--- config.mk ---
export PLATFORM = sky130hd
export DESIGN_NAME = crit_temp_out
export DESIGN_NICKNAME = d
export VERILOG_FILES = /design/src/rtl/crit_temp_pkg.sv /design/src/rtl/crit_temp_norm.sv /design/src/rtl/crit_temp_chan.sv /design/src/rtl/crit_temp_out.sv
export SDC_FILE = /design/constraint.sdc
export NUM_CORES = 1
export LEC_CHECK = 0
export BUFFER_PORTS_ARGS = -buffer_cell sky130_fd_sc_hd__buf_2
export CORE_ASPECT_RATIO = 1.25
export CORE_MARGIN = 2
export CORE_UTILIZATION = 50
export DETAILED_ROUTE_END_ITERATION = 7
export PLACE_DENSITY_LB_ADDON = 0.05
export SYNTH_ARGS = -nofsm -noshare
export SYNTH_HDL_FRONTEND = slang
export SYNTH_SLANG_ARGS = --single-unit
--- constraint.sdc ---
create_clock -name clk_i -period 1.5 [get_ports clk_i]
set_input_delay 0.225 -clock clk_i [delete_from_list [all_inputs] [get_ports clk_i]]
set_output_delay 0.225 -clock clk_i [all_outputs]
set_load 0.01 [all_outputs]
--- src/rtl/crit_temp_pkg.sv ---
package crit_temp_pkg;

    typedef enum logic [1:0] {
        CH_OFF   = 2'd0,
        CH_CLEAR = 2'd1,
        CH_HOT   = 2'd2
    } ch_state_e;

    typedef enum logic {
        FMT_OFS64 = 1'b0,
        FMT_TWOS  = 1'b1
    } temp_fmt_e;

endpackage

--- src/rtl/crit_temp_norm.sv ---
module crit_temp_norm #(
    parameter int INT_W  = 8,
    parameter int FRAC_W = 2,
    localparam int CODE_W = INT_W + FRAC_W,
    localparam int VAL_W  = CODE_W + 1
) (
    input  logic                    fmt_i,
    input  logic [CODE_W-1:0]       code_i,
    output logic signed [VAL_W-1:0] val_o
);
    import crit_temp_pkg::*;

    // offset-64 bias, scaled to the fractional resolution
    localparam int BIAS = 1 << (INT_W - 2 + FRAC_W);

    always_comb begin
        if (temp_fmt_e'(fmt_i) == FMT_TWOS)
            val_o = {code_i[CODE_W-1], code_i};
        else
            val_o = $signed({1'b0, code_i}) - VAL_W'(BIAS);
    end

endmodule

--- src/rtl/crit_temp_chan.sv ---
module crit_temp_chan #(
    parameter int INT_W  = 8,
    parameter int FRAC_W = 2,
    localparam int TEMP_W = INT_W + FRAC_W,
    localparam int VAL_W  = TEMP_W + 1
) (
    input  logic              clk_i,
    input  logic              rst_ni,
    input  logic              fmt_i,
    input  logic              en_i,
    input  logic              vld_i,
    input  logic [TEMP_W-1:0] temp_i,
    input  logic [INT_W-1:0]  lim_i,
    output logic              hot_o
);
    import crit_temp_pkg::*;

    localparam logic signed [VAL_W-1:0] OFS_FLOOR  = -(VAL_W'(1) << (INT_W - 2 + FRAC_W));
    localparam logic signed [VAL_W-1:0] TWOS_FLOOR = -(VAL_W'(1) << (INT_W - 1 + FRAC_W));

    logic signed [VAL_W-1:0] temp_val;
    logic signed [VAL_W-1:0] lim_val;
    logic                    armed;
    logic                    over;
    ch_state_e               state_q, state_d;

    crit_temp_norm #(.INT_W(INT_W), .FRAC_W(FRAC_W)) u_norm_temp (
        .fmt_i  (fmt_i),
        .code_i (temp_i),
        .val_o  (temp_val)
    );

    crit_temp_norm #(.INT_W(INT_W), .FRAC_W(FRAC_W)) u_norm_lim (
        .fmt_i  (fmt_i),
        .code_i ({lim_i, {FRAC_W{1'b0}}}),
        .val_o  (lim_val)
    );

    always_comb begin
        if (temp_fmt_e'(fmt_i) == FMT_TWOS)
            armed = en_i && (lim_val > TWOS_FLOOR);
        else
            armed = en_i && (lim_val > OFS_FLOOR);
        over = temp_val > lim_val;
    end

    always_comb begin
        state_d = state_q;
        if (vld_i) begin
            unique case (state_q)
                CH_OFF, CH_CLEAR: begin
                    if (!armed)     state_d = CH_OFF;
                    else if (over)  state_d = CH_HOT;
                    else            state_d = CH_CLEAR;
                end
                CH_HOT: begin
                    if (!armed)     state_d = CH_OFF;
                    else if (!over) state_d = CH_CLEAR;
                    else            state_d = CH_HOT;
                end
                default:            state_d = CH_OFF;
            endcase
        end
    end

    always_ff @(posedge clk_i or negedge rst_ni) begin
        if (!rst_ni) state_q <= CH_OFF;
        else         state_q <= state_d;
    end

    always_comb begin
        hot_o = (state_q == CH_HOT);
    end


    held_chk: assert property (@(posedge clk_i) disable iff (!rst_ni)
        !vld_i |=> $stable(state_q));


    off_chk: assert property (@(posedge clk_i) disable iff (!rst_ni)
        (vld_i && !en_i) |=> !hot_o);


    trip_strobe_chk: assert property (@(posedge clk_i) disable iff (!rst_ni)
        $rose(hot_o) |-> $past(vld_i));

endmodule

--- src/rtl/crit_temp_out.sv ---
module crit_temp_out #(
    parameter int NUM_CH = 3,
    parameter int INT_W  = 8,
    parameter int FRAC_W = 2,
    localparam int TEMP_W = INT_W + FRAC_W
) (
    input  logic                     clk_i,
    input  logic                     rst_ni,
    input  logic                     fmt_i,
    input  logic [NUM_CH-1:0]        en_i,
    input  logic [NUM_CH-1:0]        vld_i,
    input  logic [NUM_CH*TEMP_W-1:0] temp_i,
    input  logic [NUM_CH*INT_W-1:0]  lim_i,
    output logic                     crit_n_o
);

    logic [NUM_CH-1:0] hot;

    for (genvar k = 0; k < NUM_CH; k++) begin : g_ch
        crit_temp_chan #(.INT_W(INT_W), .FRAC_W(FRAC_W)) u_chan (
            .clk_i  (clk_i),
            .rst_ni (rst_ni),
            .fmt_i  (fmt_i),
            .en_i   (en_i[k]),
            .vld_i  (vld_i[k]),
            .temp_i (temp_i[k*TEMP_W +: TEMP_W]),
            .lim_i  (lim_i[k*INT_W +: INT_W]),
            .hot_o  (hot[k])
        );
    end

    always_comb begin
        crit_n_o = ~(|hot);
    end


    release_strobe_chk: assert property (@(posedge clk_i) disable iff (!rst_ni)
        $rose(crit_n_o) |-> $past(|vld_i));


    assert_strobe_chk: assert property (@(posedge clk_i) disable iff (!rst_ni)
        $fell(crit_n_o) |-> $past(|vld_i));

endmodule

==> run summary, run 1 <==
largest cells by area after synthesis: ha_1 23%, inv_1 9.3%, dfrtp_1 9.1%, mux2i_1 4.8%, nand2b_1 3.8%
Pre-antenna DRT Iters: 4
Synth area leader: ha_1
Num Clock Sinks: 6
Synth Net Count: 292
diode count: 0
most frequent cells in the layout: 55 x buf_2, 52 x buf_4, 31 x inv_1
Final Cycle Share: 1.29
EDFF count, synth: 0
FP Rows: 23
WL/cell: 14.1 um
Inst Count DP: 346
ys async rst share: 1.00
Pleak: 1.41 nW
final WL: 4990 um
Initial Util: 0.517
worst setup margin: -436 ps
Remaining Overflow, GRT: 0
Worst-Skew Late Latency: 230 ps
predominant post-synthesis flop cell: dfrtp_1
violated checks: setup timing
synthesized cell area: 0.00165 mm^2
Yosys warning total: 0
Critical Path AT: 2040 ps
top-area cell type share of the netlist area: 0.227
Setup TNS: -1760 ps
number of DRC markers in iteration 0: 86
IO Port Bufs: 63
Seq/Total Area, Yosys: 0.0909
worst-case vdd ir drop: 0.573 mV
CP required: 1610 ps
RSZ-0062 raised after global routing: true
CP Launch Type: input pin
post-synth cell types: 59
flip-flop and latch count after synthesis: 6
clk slew on worst S/H paths: 40 ps
chip height: 68.3 um
Via density: 5.52
# DRC: 0
CTS tree: done
initial antenna violation count: 0
Slew HR: 0.719
fillers: 212
worst slack, placed: -725 ps
crit-path leading delay family: compound AO/OA/AOI/OAI gates
critical path's largest stage delay: 260 ps
CTS Buf Count: 3
clock period minus worst slack: 1940 ps
status: finished with violations
vias in the first global route: 1,833
CP Buf/Inv Count: 2
final hold vios: 0
htree depth: 1
Slew Viols, Final: 0
DIE AREA: 0.00378 mm^2
Max Clk Rate: 0.517 GHz
DP Wirelength: 3540 um
hold crit path type: input pin to flip-flop
first-pass GRT wire length: 7350 um
critical path's slowest cell: ha_4
Gate Count Post-Synth: 199
Synth-to-Final Area Change: 65.7%
I/O Pins: 64
Final Wtd Congestion: 0.803
CTS Root Cell: clkbuf_8
largest net degree at the start of global routing: 10
max reg flops: 6
skew final: 2.57 ps
Layout Cells excl Fill: 355
CP Class: input pin to flip-flop
crit-path max FO: 4
Reg with most FFs: g_ch.u_chan.state_q
cell chain of the critical path: buf_2 > inv_1 > ha_1 > mux2i_2 > ha_4 > and4_4 > o21ai_0 > o311a_4 > mux2i_1 > a221o_1
syn_area_per_cell: 8.30 um^2
Max-cap violations: 0
Regs by FF count: g_ch.u_chan.state_q (6)
Finish-stage setup viols: 6
buffer levels on the longest clock path: 2
Via Count: 1,958
post-route ant nets: 0
ratio of cells with drive above 1 in the final layout: 0.531
worst slew pin tran: 418 ps
critical path capture point type: flip-flop
GRT Overall Usage: 0.241
layout net count: 413
Die X: 55.4 um
power per cell area: 498 mW/mm^2
commonest non-fill, non-tap cell in the layout: buf_2
Core Area: 0.00319 mm^2
-- stage by stage --
step | area (um^2) | hold slack [ps] | utilization | total power [mW]
finish | 2740 | 226 | 0.857 | 1.36
global route | 2740 | 237 | 0.857 | 1.46
CTS | 2600 | 236 | 0.814 | 1.26
detailed placement | 2430 | 54.2 | 0.761 | 0.965
global placement | 2430 | 56.5 | 0.761 | 0.950
floorplan | 1740 | -70.6 | - | 0.640
-- repair_timing --
item                       CTS  global route
resized for setup           23            29
gates cloned                 0             0
pin swaps                   11            11
setup buffers                2             4
setup endpoints to repair    6             6
hold buffers                 1             0
hold endpoints to repair     6             0
-- Yosys cell counts, types with 2 or more instances --
master and number:
nor4bb_1 2, a211oi_1 2, dfrtp_1 6, a2111oi_4 2, mux2i_1 8, o32ai_1 2, nand4_1 3, a21o_1 3
a221o_1 2, nand3_1 2, or3_1 2, nand2b_1 10, inv_1 41, nor2_1 5, xnor2_1 3, nor3b_1 3
nor3_1 3, nand2_1 8, o211ai_1 2, a311oi_1 2, nor2b_1 2, and4_1 2, mux2_2 3, o2111ai_1 2
nand4b_1 2, o21ai_0 3, ha_1 30, or4_4 2, o22ai_2 2, xor2_1 5, a21oi_1 7
-- worst paths after layout --
check                                     startpoint                        end  slack, ps  depth (start not counted)
min in group asynchronous                     rst_ni  g_ch[0].u_chan.state_q[0]        360                          2
max in group asynchronous                     rst_ni  g_ch[0].u_chan.state_q[1]        990                          2
max                                        lim_i[14]  g_ch[1].u_chan.state_q[0]       -440                         10
min reg2reg                g_ch[0].u_chan.state_q[1]  g_ch[0].u_chan.state_q[1]        520                          1
max reg2reg                g_ch[0].u_chan.state_q[0]  g_ch[0].u_chan.state_q[0]        230                          6
min                                         vld_i[2]  g_ch[2].u_chan.state_q[0]        230                          2
-- power breakdown --
part | switching (mW) | total [mW] | internal, mW | leakage, nW
clock | 0.0783 | 0.251 | 0.173 | 0.0216
combinational | 0.398 | 0.896 | 0.498 | 1.31
sequential | 0.0232 | 0.215 | 0.192 | 0.0790
total | 0.499 | 1.36 | 0.864 | 1.41
-- cell families (layout without fill, tap and decap cells) --
group,count (synthesis),in the layout,share of synthesized area
AO/OA/AOI/OAI,45,45,0.247
XOR/XNOR,8,8,0.0424
adder cells (fa/ha/maj),31,31,0.233
buffers and inverters,44,163,0.105
flip-flops,6,6,0.0909
multiplexers,11,11,0.0689
AND/OR/NAND/NOR,54,54,0.212
-- final cells by class --
type | instances | area, um^2 | share of cell area
multi-input combinational | 149 | 1540 | 0.564
timing repair buffer | 118 | 796 | 0.291
inverter | 42 | 160 | 0.0585
sequential | 6 | 150 | 0.0549
tap | 37 | 46.3 | 0.0169
clock buffer | 3 | 41.3 | 0.0151
-- metal layers --
metal  wire length [um]  global-route usage
met1               1950               0.255
met3                256              0.0491
met5                  0                   0
met4                111              0.0579
met2               2670               0.490
(Power assumes the default switching activity.)
==> run 2, diff against run 1 <==
==> constraint.sdc (replaced) <==
create_clock -name clk_i -period 1.5 [get_ports clk_i]
set_input_delay 0.075 -clock clk_i [delete_from_list [all_inputs] [get_ports clk_i]]
set_output_delay 0.075 -clock clk_i [all_outputs]
set_load 0.01 [all_outputs]
==> run 2 against run 1 <==
Against the previous run:
- via count decreased by 2.1%
- highest routed layer unchanged
- combinational power decreased by 3.9%
- critical endpoint unchanged
- non-clock buffer count decreased by 3
- total power decreased by 3.8%
- utilization decreased by 0.43 points
- clock power decreased by 6%
- sequential share of layout area about the same
- maximum frequency increased by 8.8%
- first-iteration DRC count decreased by 41%
- largest cell class unchanged
- the run still ends with setup timing left
- worst setup slack improved by 160 ps
==> run summary, run 2 (synthesized netlist as in run 1, its figures left out) <==
status: finished with violations
violated checks: setup timing
worst setup margin: -280 ps
routed wl met2: 2580 um
DP Wirelength: 3710 um
max reg flops: 6
Via Count: 1,916
Top Layer Used: met4
DIE AREA: 0.00378 mm^2
worst r2r src: g_ch[1].u_chan.state_q[1]
crit-path max FO: 3
most frequent cells in the layout: 53 x buf_2, 50 x buf_4, 30 x inv_1
final WL: 4600 um
RSZ-0062 raised after global routing: true
crit-path leading delay family: compound AO/OA/AOI/OAI gates
Num Clock Sinks: 6
r2r endpoint: g_ch[1].u_chan.state_q[0]
critical path's largest stage delay: 360 ps
metal3 WL: 180 um
placed inst area: 0.00243 mm^2
Initial Util: 0.517
area of the multi-input gates: 0.00155 mm^2
power per cell area: 481 mW/mm^2
IO Port Bufs: 63
layout net count: 410
commonest non-fill, non-tap cell in the layout: buf_2
Inst Count DP: 346
diode count: 0
critical path's slowest cell: o311a_1
Die X: 55.4 um
Reg area: 150 um^2
Setup TNS: -581 ps
WL/cell: 13.1 um
critical path capture point type: flip-flop
Metal-1 WL: 1820 um
vias in the first global route: 1,865
CP Class: input pin to flip-flop
Core Area: 0.00319 mm^2
Max-cap violations: 0
Reg with most FFs: g_ch.u_chan.state_q
CP Launch Type: input pin
Final Power: 1.31 mW
fillers: 206
post-route ant nets: 0
Synth-to-Final Area Change: 64.8%
htree depth: 1
CTS Root Cell: clkbuf_8
skew final: 1.67 ps
cell chain of the critical path: buf_6 > inv_2 > ha_2 > mux2_4 > ha_4 > and4_4 > nor2_2 > o311a_1 > mux2i_1 > a221o_1
Critical Path AT: 1880 ps
GRT Overall Usage: 0.240
Final Wtd Congestion: 0.800
worst slew pin tran: 459 ps
chip height: 68.3 um
Design Area, Final: 0.00272 mm^2
Layout Cells excl Fill: 352
initial antenna violation count: 0
# DRC: 0
Post-Route Utilization: 0.852
Via density: 5.44
Max Clk Rate: 0.562 GHz
FP Rows: 23
final hold vios: 0
CP Buf/Inv Count: 2
Pre-antenna DRT Iters: 4
buffer levels on the longest clock path: 2
clk slew on worst S/H paths: 40 ps
number of DRC markers in iteration 0: 51
I/O Pins: 64
Regs by FF count: g_ch.u_chan.state_q (6)
CP required: 1600 ps
clock period minus worst slack: 1780 ps
worst slack, placed: -593 ps
Worst Setup SP: temp_i[19]
Pleak: 1.40 nW
Remaining Overflow, GRT: 0
ratio of cells with drive above 1 in the final layout: 0.533
CTS Buf Count: 3
largest net degree at the start of global routing: 10
Slew Viols, Final: 0
Slew HR: 0.691
Worst-Skew Late Latency: 220 ps
CTS tree: done
FF-to-FF setup slack: 240 ps
hold crit path type: input pin to flip-flop
CP Depth: 10
Final Cycle Share: 1.19
Worst setup endpoint: g_ch[1].u_chan.state_q[0]
Finish-stage setup viols: 5
worst-case vdd ir drop: 0.471 mV
first-pass GRT wire length: 7320 um
r2r worst-path depth: 5
final hold slack: 87.5 ps
run 2: what timing repair did:
item / in CTS / in global routing
hold endpoints to repair: 6 / 0
endpoints found under the setup margin: 6 / 6
hold buffers: 1 / 0
pin swaps: 16 / 9
gates resized for setup: 31 / 19
setup buffers: 3 / 0
run 2: metal layers:
metal / up-vias / GRT usage
met3: 4 / 0.0340
met2: 57 / 0.516
met5: - / 0
met1: 880 / 0.248
li1: 975 / -
met4: 0 / 0.0366
run 2: power by group:
| part | internal, mW | leakage, nW | switching, mW |
|---|---|---|---|
| registers | 0.192 | 0.0790 | 0.0223 |
| clock network | 0.172 | 0.0216 | 0.0637 |
| logic | 0.482 | 1.30 | 0.378 |
run 2: worst min path at each step:
stage                     cells past startpoint      from                        end  slack, ps
final                                         2  vld_i[2]  g_ch[2].u_chan.state_q[0]         90
after global routing                          2  vld_i[2]  g_ch[2].u_chan.state_q[0]         90
after CTS                                     2  vld_i[2]  g_ch[2].u_chan.state_q[1]         90
after detailed placement                      1    rst_ni  g_ch[2].u_chan.state_q[1]       -100
after global placement                        1    rst_ni  g_ch[2].u_chan.state_q[0]        -90
after floorplan                               0    rst_ni  g_ch[0].u_chan.state_q[0]       -220
run 2: cell type report:
type,count,share of cell area
multi-input combinational,149,0.568
timing repair buffer,115,0.287
inverter,42,0.0579
sequential,6,0.0551
tap,37,0.0170
clock buffer,3,0.0152
==> run 3, diff against run 2 <==
--- a/config.mk
+++ b/config.mk
@@ -6,9 +6,11 @@
 export NUM_CORES = 1
 export LEC_CHECK = 0
 export BUFFER_PORTS_ARGS = -buffer_cell sky130_fd_sc_hd__buf_2
+export CELL_PAD_IN_SITES_DETAIL_PLACEMENT = 0
+export CELL_PAD_IN_SITES_GLOBAL_PLACEMENT = 1
 export CORE_ASPECT_RATIO = 1.25
 export CORE_MARGIN = 2
-export CORE_UTILIZATION = 50
+export CORE_UTILIZATION = 36
 export DETAILED_ROUTE_END_ITERATION = 7
 export PLACE_DENSITY_LB_ADDON = 0.05
 export SYNTH_ARGS = -nofsm -noshare
==> run 3 against run 2 <==
Against the previous run:
- the flow still finishes with violations (setup timing)
- global-route usage shrank 6.8 points
- worst hold slack better by 5.6 ps
- utilization down 24 points
- combinational power decreased by 2.9%
- clock-buffer cell count unchanged
- highest routed layer is now met3
==> run summary, run 3 (synthesized netlist as in run 1, its figures left out) <==
worst r2r src: g_ch[0].u_chan.state_q[1]
Pleak: 1.39 nW
critical path capture point type: flip-flop
Comb pwr share: 0.651
clk slew on worst S/H paths: 40 ps
Via Count: 1,835
skew final: 1.75 ps
ratio of cells with drive above 1 in the final layout: 0.516
crit-path max FO: 4
worst hold start: vld_i[2]
sequential power share: 0.167
Design Area, Final: 0.00270 mm^2
Finish-stage setup viols: 6
max reg flops: 6
status: finished with violations
worst setup margin: -306 ps
Max-cap violations: 0
Final Cycle Share: 1.20
Num Clock Sinks: 6
Worst-Skew Late Latency: 220 ps
IO Port Bufs: 63
worst-case vdd ir drop: 0.269 mV
CP Launch Type: input pin
I/O Pins: 64
Net Switching: 0.449 mW
vias in the first global route: 1,766
sw frac: 0.349
CTS Root Cell: clkbuf_8
Initial Util: 0.373
CP required: 1600 ps
fillers: 410
final hold vios: 0
DP Wirelength: 3620 um
final WL: 4310 um
Slew Viols, Final: 0
r2r worst-path depth: 6
Power Internal: 0.835 mW
GRT Overall Usage: 0.172
hold crit path type: input pin to flip-flop
layout net count: 409
area of the multi-input gates: 0.00153 mm^2
Regs by FF count: g_ch.u_chan.state_q (6)
DIE AREA: 0.00515 mm^2
placed inst area: 0.00243 mm^2
Reg area: 150 um^2
RSZ-0062 raised after global routing: true
htree depth: 1
Pre-antenna DRT Iters: 4
FP Rows: 27
Max Clk Rate: 0.554 GHz
Via density: 4.93
clock period minus worst slack: 1810 ps
power per cell area: 475 mW/mm^2
Clk pwr share: 0.182
Final Wtd Congestion: 0.779
post-route ant nets: 0
most frequent cells in the layout: 57 x buf_2, 49 x buf_4, 34 x inv_1
WL/cell: 11.6 um
buffer levels on the longest clock path: 2
Critical Path AT: 1910 ps
violated checks: setup timing
number of DRC markers in iteration 0: 31
largest net degree at the start of global routing: 9
chip height: 79.7 um
final hold slack: 93.0 ps
Slew HR: 0.727
worst slew pin tran: 406 ps
diode count: 0
Die X: 64.6 um
CTS tree: done
hold depth: 2
CTS Buf Count: 3
Worst Setup SP: temp_i[19]
Synth-to-Final Area Change: 63.6%
Core Area: 0.00443 mm^2
CP Class: input pin to flip-flop
Remaining Overflow, GRT: 0
Reg with most FFs: g_ch.u_chan.state_q
initial antenna violation count: 0
# DRC: 0
Setup TNS: -798 ps
Post-Route Utilization: 0.611
commonest non-fill, non-tap cell in the layout: buf_2
first-pass GRT wire length: 7230 um
-- run 3: worst paths after layout --
| path | endpoint | slack [ps] |
|---|---|---|
| setup / recovery | g_ch[1].u_chan.state_q[1] | -310 |
| hold / removal | g_ch[2].u_chan.state_q[1] | 90 |
| setup reg to reg | g_ch[0].u_chan.state_q[0] | 230 |
| hold reg to reg | g_ch[1].u_chan.state_q[1] | 520 |
| max in group asynchronous | g_ch[0].u_chan.state_q[1] | 1120 |
| min in group asynchronous | g_ch[1].u_chan.state_q[0] | 230 |
-- run 3: layer usage --
metal | GRT usage | vias up | wire, um
met5 | 0 | - | 0
met4 | 0.0255 | 0 | 0
met3 | 0.0127 | 0 | 164
met2 | 0.324 | 40 | 2230
met1 | 0.215 | 827 | 1920
li1 | - | 968 | -
-- run 3: power by group through the flow --
| stage | sequential, mW | clock [mW] | combinational, mW |
|---|---|---|---|
| after floorplan | 0.209 | 0 | 0.431 |
| after global placement | 0.216 | 0 | 0.735 |
| after detailed placement | 0.216 | 0 | 0.739 |
| after CTS | 0.214 | 0.240 | 0.798 |
| after global routing | 0.219 | 0.247 | 0.933 |
| final | 0.214 | 0.234 | 0.836 |
-- run 3: timing repair --
item                       CTS  global route
setup endpoints to repair    6             6
hold endpoints to repair     6             0
gates resized for setup     25            19
pin swaps                   11             7
buffers inserted             5             0
hold buffers                 1             0
-- run 3: cell type report --
class | instances | area share
multi-input combinational | 149 | 0.567
timing repair buffer | 114 | 0.276
inverter | 42 | 0.0593
sequential | 6 | 0.0556
tap | 58 | 0.0269
clock buffer | 3 | 0.0153
-- run 3: critical path, stage by stage --
cell	delay [ps]
buf_6	80
inv_2	30
ha_2	160
mux2_4	270
ha_4	280
and4_4	220
nor2_2	50
o311a_1	360
xor2_1	150
a32o_1	240
-- run 3: per-stage QoR --
step                power (mW)  instances  setup WS, ps
finish                    1.28        372          -306
global route              1.40        372          -353
global placement         0.951        364          -567
detailed placement       0.955        364          -594
CTS                       1.25        373          -333
floorplan                0.640        199          -525
